File: config.mk
export PLATFORM = sky130hd
export DESIGN_NAME = bm_width_conv
export DESIGN_NICKNAME = d
export VERILOG_FILES = /design/src/rtl/bm_pkg.sv /design/src/rtl/bm_cfg_latch.sv /design/src/rtl/bm_pack.sv /design/src/rtl/bm_unpack.sv /design/src/rtl/bm_width_conv.sv
export SDC_FILE = /design/constraint.sdc
export NUM_CORES = 1
export LEC_CHECK = 0
export ABC_AREA = 1
export BUFFER_PORTS_ARGS = -buffer_cell sky130_fd_sc_hd__buf_2
export CORE_ASPECT_RATIO = 0.7
export CORE_UTILIZATION = 25
export CTS_CLUSTER_SIZE = 10
export DETAILED_ROUTE_END_ITERATION = 10
export GPL_TIMING_DRIVEN = 0
export PLACE_DENSITY = 0.5
export SLEW_MARGIN = 10
export SYNTH_ARGS = -nofsm -noshare
export SYNTH_HDL_FRONTEND = slang
export SYNTH_SLANG_ARGS = --single-unit
File: constraint.sdc
create_clock -name clk -period 2.28 [get_ports clk]
set_input_delay 0.456 -clock clk [delete_from_list [all_inputs] [get_ports clk]]
set_output_delay 0.456 -clock clk [all_outputs]
set_load 0.03 [all_outputs]
File: src/rtl/bm_pkg.sv
package bm_pkg;

    typedef enum logic [1:0] {
        BM_LONG = 2'd0,
        BM_WORD = 2'd1,
        BM_BYTE = 2'd2
    } bm_width_e;

    typedef struct packed {
        bm_width_e width;
        logic      little;
    } bm_cfg_t;

    typedef enum logic {
        PK_EMPTY,
        PK_PARTIAL
    } pk_state_e;

    typedef enum logic {
        UP_IDLE,
        UP_SEND
    } up_state_e;

    // index of the final piece for a width
    function automatic logic [1:0] bm_last_idx(input bm_width_e w);
        logic [1:0] r;
        unique case (w)
            BM_LONG: r = 2'd0;
            BM_WORD: r = 2'd1;
            BM_BYTE: r = 2'd3;
            default: r = 2'd0;
        endcase
        return r;
    endfunction

    // lane carrying piece idx under the chosen order
    function automatic logic [1:0] bm_lane(input bm_width_e w, input logic little,
                                           input logic [1:0] idx);
        logic [1:0] last;
        last = bm_last_idx(w);
        return little ? idx : (last - idx);
    endfunction

endpackage

File: src/rtl/bm_cfg_latch.sv
module bm_cfg_latch
    import bm_pkg::*;
(
    input  logic    clk,
    input  logic    mrst_n,
    input  logic    bm_sel,
    input  logic    size_sel,
    input  logic    endian_sel,
    output bm_cfg_t cfg
);

    bm_cfg_t cfg_q;

    always_ff @(posedge clk) begin
        if (!mrst_n) begin
            if (!bm_sel)       cfg_q.width <= BM_LONG;
            else if (size_sel) cfg_q.width <= BM_BYTE;
            else               cfg_q.width <= BM_WORD;
            cfg_q.little <= endian_sel;
        end
    end

    assign cfg = cfg_q;

    // configuration frozen outside master reset
    p_cfg_frozen_r5: assert property (@(posedge clk) disable iff (!mrst_n)
        $past(mrst_n) |-> $stable(cfg_q))
        else $error("R5 configuration changed outside master reset");

endmodule

File: src/rtl/bm_pack.sv
module bm_pack
    import bm_pkg::*;
#(
    parameter int DATA_W = 36
) (
    input  logic              clk,
    input  logic              rst,
    input  logic              mrst_n,
    input  bm_cfg_t           cfg,
    input  logic              in_valid,
    output logic              in_ready,
    input  logic [DATA_W-1:0] in_data,
    output logic              push_valid,
    input  logic              push_ready,
    output logic [DATA_W-1:0] push_data
);

    localparam int HALF_W = DATA_W / 2;
    localparam int QTR_W  = DATA_W / 4;

    pk_state_e         state_q, state_d;
    logic [1:0]        idx_q, idx_d;
    logic [DATA_W-1:0] asm_q, asm_d;
    logic [DATA_W-1:0] merged;
    logic [1:0]        last, lane;
    logic              is_last, fire;

    logic [HALF_W-1:0] mh [2];
    logic [QTR_W-1:0]  mq [4];

    assign last    = bm_last_idx(cfg.width);
    assign lane    = bm_lane(cfg.width, cfg.little, idx_q);
    assign is_last = (idx_q == last);

    // drop the incoming piece into its lane, keep the others
    for (genvar h = 0; h < 2; h++) begin : g_half
        assign mh[h] = (lane[0] == 1'(h)) ? in_data[HALF_W-1:0]
                                          : asm_q[h*HALF_W +: HALF_W];
    end
    for (genvar q = 0; q < 4; q++) begin : g_qtr
        assign mq[q] = (lane == 2'(q)) ? in_data[QTR_W-1:0]
                                       : asm_q[q*QTR_W +: QTR_W];
    end

    always_comb begin
        unique case (cfg.width)
            BM_LONG: merged = in_data;
            BM_WORD: merged = {mh[1], mh[0]};
            BM_BYTE: merged = {mq[3], mq[2], mq[1], mq[0]};
            default: merged = in_data;
        endcase
    end

    // outputs
    always_comb begin
        in_ready   = !rst && (!is_last || push_ready);
        push_valid = !rst && in_valid && is_last;
        push_data  = merged;
    end

    assign fire = in_valid && in_ready;

    // next state
    always_comb begin
        state_d = state_q;
        idx_d   = idx_q;
        asm_d   = asm_q;
        unique case (state_q)
            PK_EMPTY: begin
                if (fire && !is_last) begin
                    state_d = PK_PARTIAL;
                    idx_d   = idx_q + 2'd1;
                    asm_d   = merged;
                end
            end
            PK_PARTIAL: begin
                if (fire) begin
                    asm_d = merged;
                    if (is_last) begin
                        state_d = PK_EMPTY;
                        idx_d   = 2'd0;
                    end else begin
                        idx_d = idx_q + 2'd1;
                    end
                end
            end
            default: state_d = PK_EMPTY;
        endcase
    end

    // state register
    always_ff @(posedge clk) begin
        if (rst) begin
            state_q <= PK_EMPTY;
            idx_q   <= 2'd0;
            asm_q   <= '0;
        end else begin
            state_q <= state_d;
            idx_q   <= idx_d;
            asm_q   <= asm_d;
        end
    end

    // piece position never passes the final piece of the width
    p_pos_range_r1: assert property (@(posedge clk) disable iff (rst)
        idx_q <= last)
        else $error("R1 piece position out of range");

    // a completed push leaves the gatherer empty
    p_push_clears_r6: assert property (@(posedge clk) disable iff (rst)
        push_valid && push_ready |=> (state_q == PK_EMPTY) && (idx_q == 2'd0))
        else $error("R6 gatherer not empty after push");

    // a refused piece does not advance the position
    p_stall_hold_r6: assert property (@(posedge clk) disable iff (rst)
        in_valid && !in_ready |=> $stable(idx_q))
        else $error("R6 position moved on a refused piece");

    // partial reset leaves the gatherer empty
    p_prst_empty_r9: assert property (@(posedge clk) disable iff (!mrst_n)
        rst |=> (state_q == PK_EMPTY) && (idx_q == 2'd0))
        else $error("R9 gatherer not cleared by reset");

endmodule

File: src/rtl/bm_unpack.sv
module bm_unpack
    import bm_pkg::*;
#(
    parameter int DATA_W = 36
) (
    input  logic              clk,
    input  logic              rst,
    input  logic              mrst_n,
    input  bm_cfg_t           cfg,
    input  logic              pop_valid,
    output logic              pop_ready,
    input  logic [DATA_W-1:0] pop_data,
    output logic              out_valid,
    input  logic              out_ready,
    output logic [DATA_W-1:0] out_data
);

    localparam int HALF_W = DATA_W / 2;
    localparam int QTR_W  = DATA_W / 4;

    up_state_e         state_q, state_d;
    logic [1:0]        idx_q, idx_d;
    logic [DATA_W-1:0] hold_q, hold_d;
    logic [1:0]        last, lane;
    logic              is_last, take;

    logic [HALF_W-1:0] hh [2];
    logic [QTR_W-1:0]  hq [4];

    assign last    = bm_last_idx(cfg.width);
    assign lane    = bm_lane(cfg.width, cfg.little, idx_q);
    assign is_last = (idx_q == last);

    for (genvar h = 0; h < 2; h++) begin : g_half
        assign hh[h] = hold_q[h*HALF_W +: HALF_W];
    end
    for (genvar q = 0; q < 4; q++) begin : g_qtr
        assign hq[q] = hold_q[q*QTR_W +: QTR_W];
    end

    // outputs
    always_comb begin
        out_valid = (state_q == UP_SEND);
        pop_ready = !rst && ((state_q == UP_IDLE) || (out_ready && is_last));
        unique case (cfg.width)
            BM_LONG: out_data = hold_q;
            BM_WORD: out_data = {{(DATA_W-HALF_W){1'b0}}, hh[lane[0]]};
            BM_BYTE: out_data = {{(DATA_W-QTR_W){1'b0}}, hq[lane]};
            default: out_data = hold_q;
        endcase
    end

    assign take = pop_valid && pop_ready;

    // next state
    always_comb begin
        state_d = state_q;
        idx_d   = idx_q;
        hold_d  = hold_q;
        unique case (state_q)
            UP_IDLE: begin
                if (take) begin
                    state_d = UP_SEND;
                    idx_d   = 2'd0;
                    hold_d  = pop_data;
                end
            end
            UP_SEND: begin
                if (out_ready) begin
                    if (!is_last) begin
                        idx_d = idx_q + 2'd1;
                    end else if (take) begin
                        idx_d  = 2'd0;
                        hold_d = pop_data;
                    end else begin
                        state_d = UP_IDLE;
                        idx_d   = 2'd0;
                    end
                end
            end
            default: state_d = UP_IDLE;
        endcase
    end

    // state register
    always_ff @(posedge clk) begin
        if (rst) begin
            state_q <= UP_IDLE;
            idx_q   <= 2'd0;
            hold_q  <= '0;
        end else begin
            state_q <= state_d;
            idx_q   <= idx_d;
            hold_q  <= hold_d;
        end
    end

    // a stalled piece never lets the FIFO pop
    p_no_early_pop_r7: assert property (@(posedge clk) disable iff (rst)
        out_valid && !out_ready |-> !pop_ready)
        else $error("R7 pop while a word is still held");

    // a stalled piece stays on the port
    p_out_hold_r10: assert property (@(posedge clk) disable iff (rst)
        out_valid && !out_ready |=> out_valid && $stable(out_data))
        else $error("R10 output changed while stalled");

    // upper lanes are zero in narrow modes
    p_pad_zero_r8: assert property (@(posedge clk) disable iff (rst)
        out_valid && (cfg.width != BM_LONG) |-> out_data[DATA_W-1:HALF_W] == '0)
        else $error("R8 unused output lanes not zero");

    // reset drops any held word
    p_prst_clears_r9: assert property (@(posedge clk) disable iff (!mrst_n)
        rst |=> !out_valid)
        else $error("R9 held word survived reset");

endmodule

File: src/rtl/bm_width_conv.sv
module bm_width_conv
    import bm_pkg::*;
#(
    parameter int DATA_W = 36
) (
    input  logic              clk,
    input  logic              mrst_n,
    input  logic              prst_n,
    input  logic              bm_sel,
    input  logic              size_sel,
    input  logic              endian_sel,
    input  logic              in_valid,
    output logic              in_ready,
    input  logic [DATA_W-1:0] in_data,
    output logic              push_valid,
    input  logic              push_ready,
    output logic [DATA_W-1:0] push_data,
    input  logic              pop_valid,
    output logic              pop_ready,
    input  logic [DATA_W-1:0] pop_data,
    output logic              out_valid,
    input  logic              out_ready,
    output logic [DATA_W-1:0] out_data
);

    bm_cfg_t cfg;
    logic    rst;

    assign rst = !mrst_n || !prst_n;

    bm_cfg_latch u_cfg (
        .clk        (clk),
        .mrst_n     (mrst_n),
        .bm_sel     (bm_sel),
        .size_sel   (size_sel),
        .endian_sel (endian_sel),
        .cfg        (cfg)
    );

    bm_pack #(.DATA_W(DATA_W)) u_pack (
        .clk        (clk),
        .rst        (rst),
        .mrst_n     (mrst_n),
        .cfg        (cfg),
        .in_valid   (in_valid),
        .in_ready   (in_ready),
        .in_data    (in_data),
        .push_valid (push_valid),
        .push_ready (push_ready),
        .push_data  (push_data)
    );

    bm_unpack #(.DATA_W(DATA_W)) u_unpack (
        .clk       (clk),
        .rst       (rst),
        .mrst_n    (mrst_n),
        .cfg       (cfg),
        .pop_valid (pop_valid),
        .pop_ready (pop_ready),
        .pop_data  (pop_data),
        .out_valid (out_valid),
        .out_ready (out_ready),
        .out_data  (out_data)
    );

endmodule

* Yosys cells after proc, flatten, opt, wreduce, memory -nomap -nowiden *
Index checks and enable logic that the tools add are counted.

storage, ports and cells
  word-level logic and storage cells = 90
  register bits after elaboration = 81
  input port bits = 82
  output and inout bits = 76

operators by class
  add/subtract/negate cells = 4
  muxes and demuxes = 41
  reductions and logical operators = 19
  bitwise operators = 4
  eq/ne operators = 12
  order comparisons = 2

operator list
  kind                                                                    number
  36-bit case mux with 2 select lines                                     4
  36-bit two-way mux                                                      5
  18-bit two-way mux                                                      5
  9-bit two-way mux                                                       6
  9-bit binary-select mux with 2-bit select                               1
  2-bit two-way mux                                                       9
  2-bit case mux with 2 select lines                                      3
  1-bit logical AND                                                       8
  2-bit equality test (second input constant)                             3
  1-bit two-way mux                                                       6
  2-bit != test (second input constant)                                   3
  2-bit AND reduction                                                     3
  2-bit by 1-bit adder with 2-bit output (second input constant)          2
  2-bit by 1-bit equality test with 1-bit output (second input constant)  2
  2-bit equality test                                                     2
  1-bit logical NOT                                                       4
  2-bit by 1-bit != test with 1-bit output (second input constant)        2
  1-bit case mux with 2 select lines                                      2
  2-bit subtractor                                                        2
  3-bit >= comparator (second input constant)                             1
  1-bit logical OR                                                        3
  2-bit NOT with 3-bit output                                             1
  2-bit >= comparator (second input constant)                             1
  2-bit logical NOT                                                       1
  2 further kinds                                                         3

* Logic depth before layout (Yosys ltp) *
  depth after elaboration = 11
  gate-level depth with buffers = 15
  mapped depth without buffers = 14

* Hierarchy *
From an unflattened synthesis, not the netlist that was laid out.

second synthesis, totals
  cell total of the unflattened synthesis = 1,167
  area total of the unflattened synthesis = 6,500.0 µm²

by module, submodules not included
  module         cells an instance  times used  area an instance (µm²)  seq. area each (µm²)
  bm_pack        704                1           3,742.3                 780.7
  bm_unpack      454                1           2,642.5                 780.7
  bm_cfg_latch   8                  1           111.4                   90.1
  bm_width_conv  1                  1           3.8                     0.0

* Worst setup path before layout *
No wires, ideal clock.

  path type = reg-to-output
  from = register u_cfg.cfg_q, in the netlist u_cfg.cfg[1]
  to = output out_data[2]
  arrival = 2.115 ns
  cell stages (with the launch flop) = 15
  path buffers = 1
  setup slack = -0.291 ns
  required time = 1.824 ns
  cell sequence = edfxtp_1 inv_1 ha_1 ha_1 or2_1 nand2_4 inv_4 buf_2 nand2_1 o21ai_1 nand2_1 nand3_1 nand2_1 nand2_1 nand2_1

on the way
  cells in the longest elaborated chain, start to end = 9
  elaborated cells between the ends (all ways) = 14
  those cells by class = add/sub: 1; eq/ne: 2; mux: 9; bitwise: 2

ends and longest elaborated chain
  what                                                                                              line                              RTL
  from (decl)                                                                                       bm_cfg_latch.sv:12                bm_cfg_t cfg_q;
  2-bit equality test or 2-bit by 1-bit equality test with 1-bit output (tied branches)             bm_pkg.sv:27, bm_unpack.sv:45
  2-bit case mux with 2 select lines                                                                bm_pkg.sv:27                      unique case (w)
  2-bit subtractor                                                                                  bm_pkg.sv:41                      return little ? idx : (last - idx);
  2-bit two-way mux                                                                                 bm_pkg.sv:41
  2-bit NOT with 3-bit output (implied by the code) or 1-bit NOT with 2-bit output (tied branches)  bm_unpack.sv:48, bm_unpack.sv:47
  9-bit binary-select mux with 2-bit select or 18-bit two-way mux (tied branches)                   bm_unpack.sv:48, bm_unpack.sv:47
  9-bit two-way mux (implied by the code) or 18-bit two-way mux (tied branches) (2 in a row)        bm_unpack.sv:48, bm_unpack.sv:47
  36-bit case mux with 2 select lines (*)                                                           bm_unpack.sv:45                   unique case (cfg.width)
  to (decl)                                                                                         bm_width_conv.sv:23               output logic [DATA_W-1:0] out_data

Mark *: on every way between the ends. The rest lies on a longest branch, timed or not. The select of a mux whose other input is x is not followed.

* Worst setup path after layout *
  from = register u_cfg.cfg_q, in the netlist u_cfg.cfg[2]
  to = output push_data[13]

on the way
  cells in the longest elaborated chain, start to end = 7
  elaborated cells between the ends (all ways) = 9
  those cells by class = add/sub: 1; eq/ne: 3; mux: 5

ends and longest elaborated chain
  what                                                                                   line                         RTL
  2-bit equality test or 2-bit by 1-bit equality test with 1-bit output (tied branches)  bm_pkg.sv:27, bm_pack.sv:46
  2-bit case mux with 2 select lines                                                     bm_pkg.sv:27
  2-bit subtractor                                                                       bm_pkg.sv:41
  2-bit two-way mux                                                                      bm_pkg.sv:41
  2-bit by 1-bit equality test with 1-bit output                                         bm_pack.sv:41                assign mq[q] = (lane == 2'(q)) ? in_data[QTR_W-1:0]
  9-bit two-way mux                                                                      bm_pack.sv:41
  36-bit case mux with 2 select lines (*)                                                bm_pack.sv:46                unique case (cfg.width)
  to (decl)                                                                              bm_width_conv.sv:17          output logic [DATA_W-1:0] push_data,

Mark *: on every way between the ends. The rest lies on a longest branch, timed or not.

==> flow_metrics.py <==
metrics = {
    "run_status": {
        "status": "finished with violations",
        "violations": "negative setup slack",
    },
    "pwr": {
        "internal-power_mw": 3.57,
        "switching_share_pct": 41.1,
        "combPwrFrac_pct": 47.0,
        "peakVddDrop_v": 0.000344,
        "switching_power_mw": 2.49,
        "leakage_nw": 4.93,
        "clkPwrFrac_pct": 28.1,
        "seqPwrFrac_pct": 24.9,
        "p_per_area_nw_per_um2": 639,
    },
    "route": {
        "drtAntennaViolNets": 0,
        "drt-initial-drc-count": 700,
        "num_vias": 7721,
        "wl_um": 26700,
        "vias_per_cell": 4.63,
        "drcViolationCount": 0,
        "firstDrtPassIters": 5,
        "detail_route.wl_per_cell_um": 16.1,
    },
    "cts": {
        "clkLatencyLatePin_ps": 360,
        "cts_max_level": 3,
        "cts_tree": "done",
        "cts_root_buffer": "clkbuf_16",
        "clkTransAtPathRegs_ps": 80,
        "cts_max_path_buffers": 2,
        "cts.sinks": 81,
        "numCtsBuffers": 9,
        "holdBufCountCts": 0,
    },
    "synthesis": {
        "avgSynthCellArea_um2": 5.56,
        "synth.distinct_cells": 30,
        "yosys.area.top_type_share_pct": 24.9,
        "synth_area_um2": 6280,
        "synth_largest_area_cell": "dfxtp_1",
        "synthCells": 1130,
        "synthesis.yosys.warnings": 0,
        "yosys_register_bits": 81,
        "synth_nets": 1216,
        "synth.area.top_cells": "dfxtp_1 (25%), nand2_1 (23%), inv_1 (12%)",
        "ys_seq_area_share_pct": 26.3,
    },
    "setup_path": {
        "path_cells": "ha_4 -> ha_4 -> nand2_4 -> nand2_8 -> clkbuf_16 -> nor2_4 -> nand3_2 -> nand2_2 -> inv_2 -> nand2_1 -> nand2_1 -> nand2_2 -> inv_2 -> buf_6",
        "r2r_cells": 14,
        "cp-start-kind": "flip-flop",
        "cp_max_fo": 5,
        "regToRegStartpoint": "u_cfg.cfg[2]",
        "critPathRequiredTime_ps": 1820,
        "path_class": "reg -> out",
        "crit_arrival_ps": 2600,
        "critPathMaxStageDelay_ps": 440,
        "reg2reg_setup_slack_ps": -50,
        "r2r-end": "u_pack.asm_q[13]",
        "crit_slowest_cell": "edfxtp_1",
        "crit_path_end_kind": "output port",
    },
    "placed_design": {
        "place_inst": 1612,
        "pre_cts_ws_ps": -871,
        "portBuffers": 157,
        "hpwl_um": 19700,
        "placedInstanceArea_um2": 7600,
        "place_congestion": 0.891,
    },
    "cells_and_area": {
        "most-common-layout-cells": "nand2_1 (300), inv_1 (155), buf_2 (111)",
        "layout-drive-gt1-share_pct": 39.0,
        "final_cell_count_no_fill": 1666,
        "synthToLayoutAreaGrowth_pct": 51.0,
        "design_area_um2": 9480,
        "fillers": 2754,
        "mostFrequentLayoutCell": "nand2_1",
        "fin_nets": 1421,
        "final_core_util_pct": 38.5,
    },
    "grt": {
        "grt_max_degree": 17,
        "track_usage_pct": 20.3,
        "grt_overflow": 0,
        "grt_pass1_vias": 6973,
        "grt_pass1_wl_um": 39500,
        "antenna_found_initial": 1,
    },
    "floorplanning": {
        "core_um2": 24600,
        "die_area_um2": 25800,
        "die_y_um": 135,
        "die_w_um": 191,
        "rows": 48,
        "start_util_pct": 25.5,
        "io_pins": 158,
    },
    "worst_hold_path": {
        "hold_class": "in -> reg",
        "worstHoldEndpoint": "u_cfg.cfg[0]",
        "worstHoldStart": "endian_sel",
        "min_path_cells": 1,
    },
    "sta": {
        "max_freq_mhz": 328,
        "setup_violations": 76,
        "tightest_slew_ps": 749,
        "setup_ws_ps": -772,
        "min_period_ps": 3050,
        "rsz0062_at_grt": "true",
        "drv_slew": 0,
        "slew-limit-headroom_pct": 50.1,
        "fin_setup_tns_ps": -37270,
        "fin_skew_ps": 10.8,
        "period_share_pct": 134,
        "final-hold-violation-count": 0,
    },
    "run": {
        "maxCapViolations": 0,
    },
}
-- worst max path at each step --
stage / startpoint / cells after the start / end / slack, ps
3_3_place_gp: u_cfg.cfg[2] / 10 / out_data[16] / -820
4_1_cts: u_cfg.cfg[2] / 13 / out_data[4] / -740
5_1_grt: u_cfg.cfg[2] / 14 / push_data[13] / -880
6_report: u_cfg.cfg[2] / 14 / push_data[13] / -770
2_1_floorplan: u_cfg.cfg[2] / 12 / out_data[7] / -100
3_5_place_dp: u_cfg.cfg[2] / 10 / out_data[16] / -870
-- synth_stat cells, drive strengths merged --
cell,count
nand3,56
and3,1
or2,23
buf,37
xor2,2
dfxtp,78
ha,4
nand2,395
clkbuf,27
o21ai,156
clkinv,3
edfxtp,3
o211ai,18
nor3,2
inv,225
nor2,41
nand4,1
a21oi,58
-- worst max-delay path: cells and delay by family, from the launching register on --
kind | cells | cell delay [ps]
buf+inv | 4 | 390
fa+ha+maj | 2 | 560
flops | 1 | 440
simple gates | 8 | 810
-- kinds of logic after synthesis --
logic type | after synthesis | synth area share (%)
adders and majority gates | 4 | 0.797
DFF | 81 | 26.3
and+or+nand+nor | 519 | 34.2
AOI/OAI and AO/OA | 232 | 19.2
buffers and inverters | 292 | 19.2
xor gates and xnor gates | 2 | 0.279
-- sequential cells by signal (all words and copies together) (netlist names), named ones only --
signal              count
u_pack.asm_q           36
u_unpack.hold_q        36
u_cfg.cfg               3
u_pack.idx_q            2
u_unpack.idx_q          2
u_unpack.out_valid      1
-- per-stage QoR --
step	hold slack (ps)	power (mW)
finish	281	6.06
detailed placement	467	3.59
global route	259	6.38
CTS	262	5.69
global placement	462	3.58
floorplan	444	2.95
-- metal layers --
layer  GRT usage [%]  wire length [um]
met2            27.2             10600
met4            4.37               255
met1            31.1             14000
met5               0                13
met3            5.82              1920
-- what timing repair did --
item,in CTS,in global routing
setup endpoints to repair,111,117
cloned,3,5
pin swaps,16,72
gates resized for setup,211,204
buffers inserted,11,19
-- cell type report --
| cell class | instances | area [um^2] | area share, % |
|---|---|---|---|
| diodes | 1 | 2.50 | 0.0264 |
| plain buffers | 63 | 536 | 5.65 |
| flip-flops and latches | 81 | 1650 | 17.4 |
| multi-input cells | 759 | 4170 | 44.0 |
| inverters | 228 | 873 | 9.21 |
| repair buffers | 193 | 1510 | 15.9 |
| well taps | 325 | 407 | 4.29 |
| clock buffers | 9 | 225 | 2.38 |
| clock inverters | 7 | 106 | 1.12 |
-- power by group through the flow --
stage / registers [mW] / clock network, mW / logic (mW)
after floorplan: 1.52 / 0 / 1.43
after global placement: 1.53 / 0 / 2.05
after detailed placement: 1.53 / 0 / 2.05
after CTS: 1.50 / 1.74 / 2.45
after global routing: 1.51 / 1.80 / 3.07
final: 1.51 / 1.70 / 2.85
Note: power is estimated with default switching activity, not from simulation.
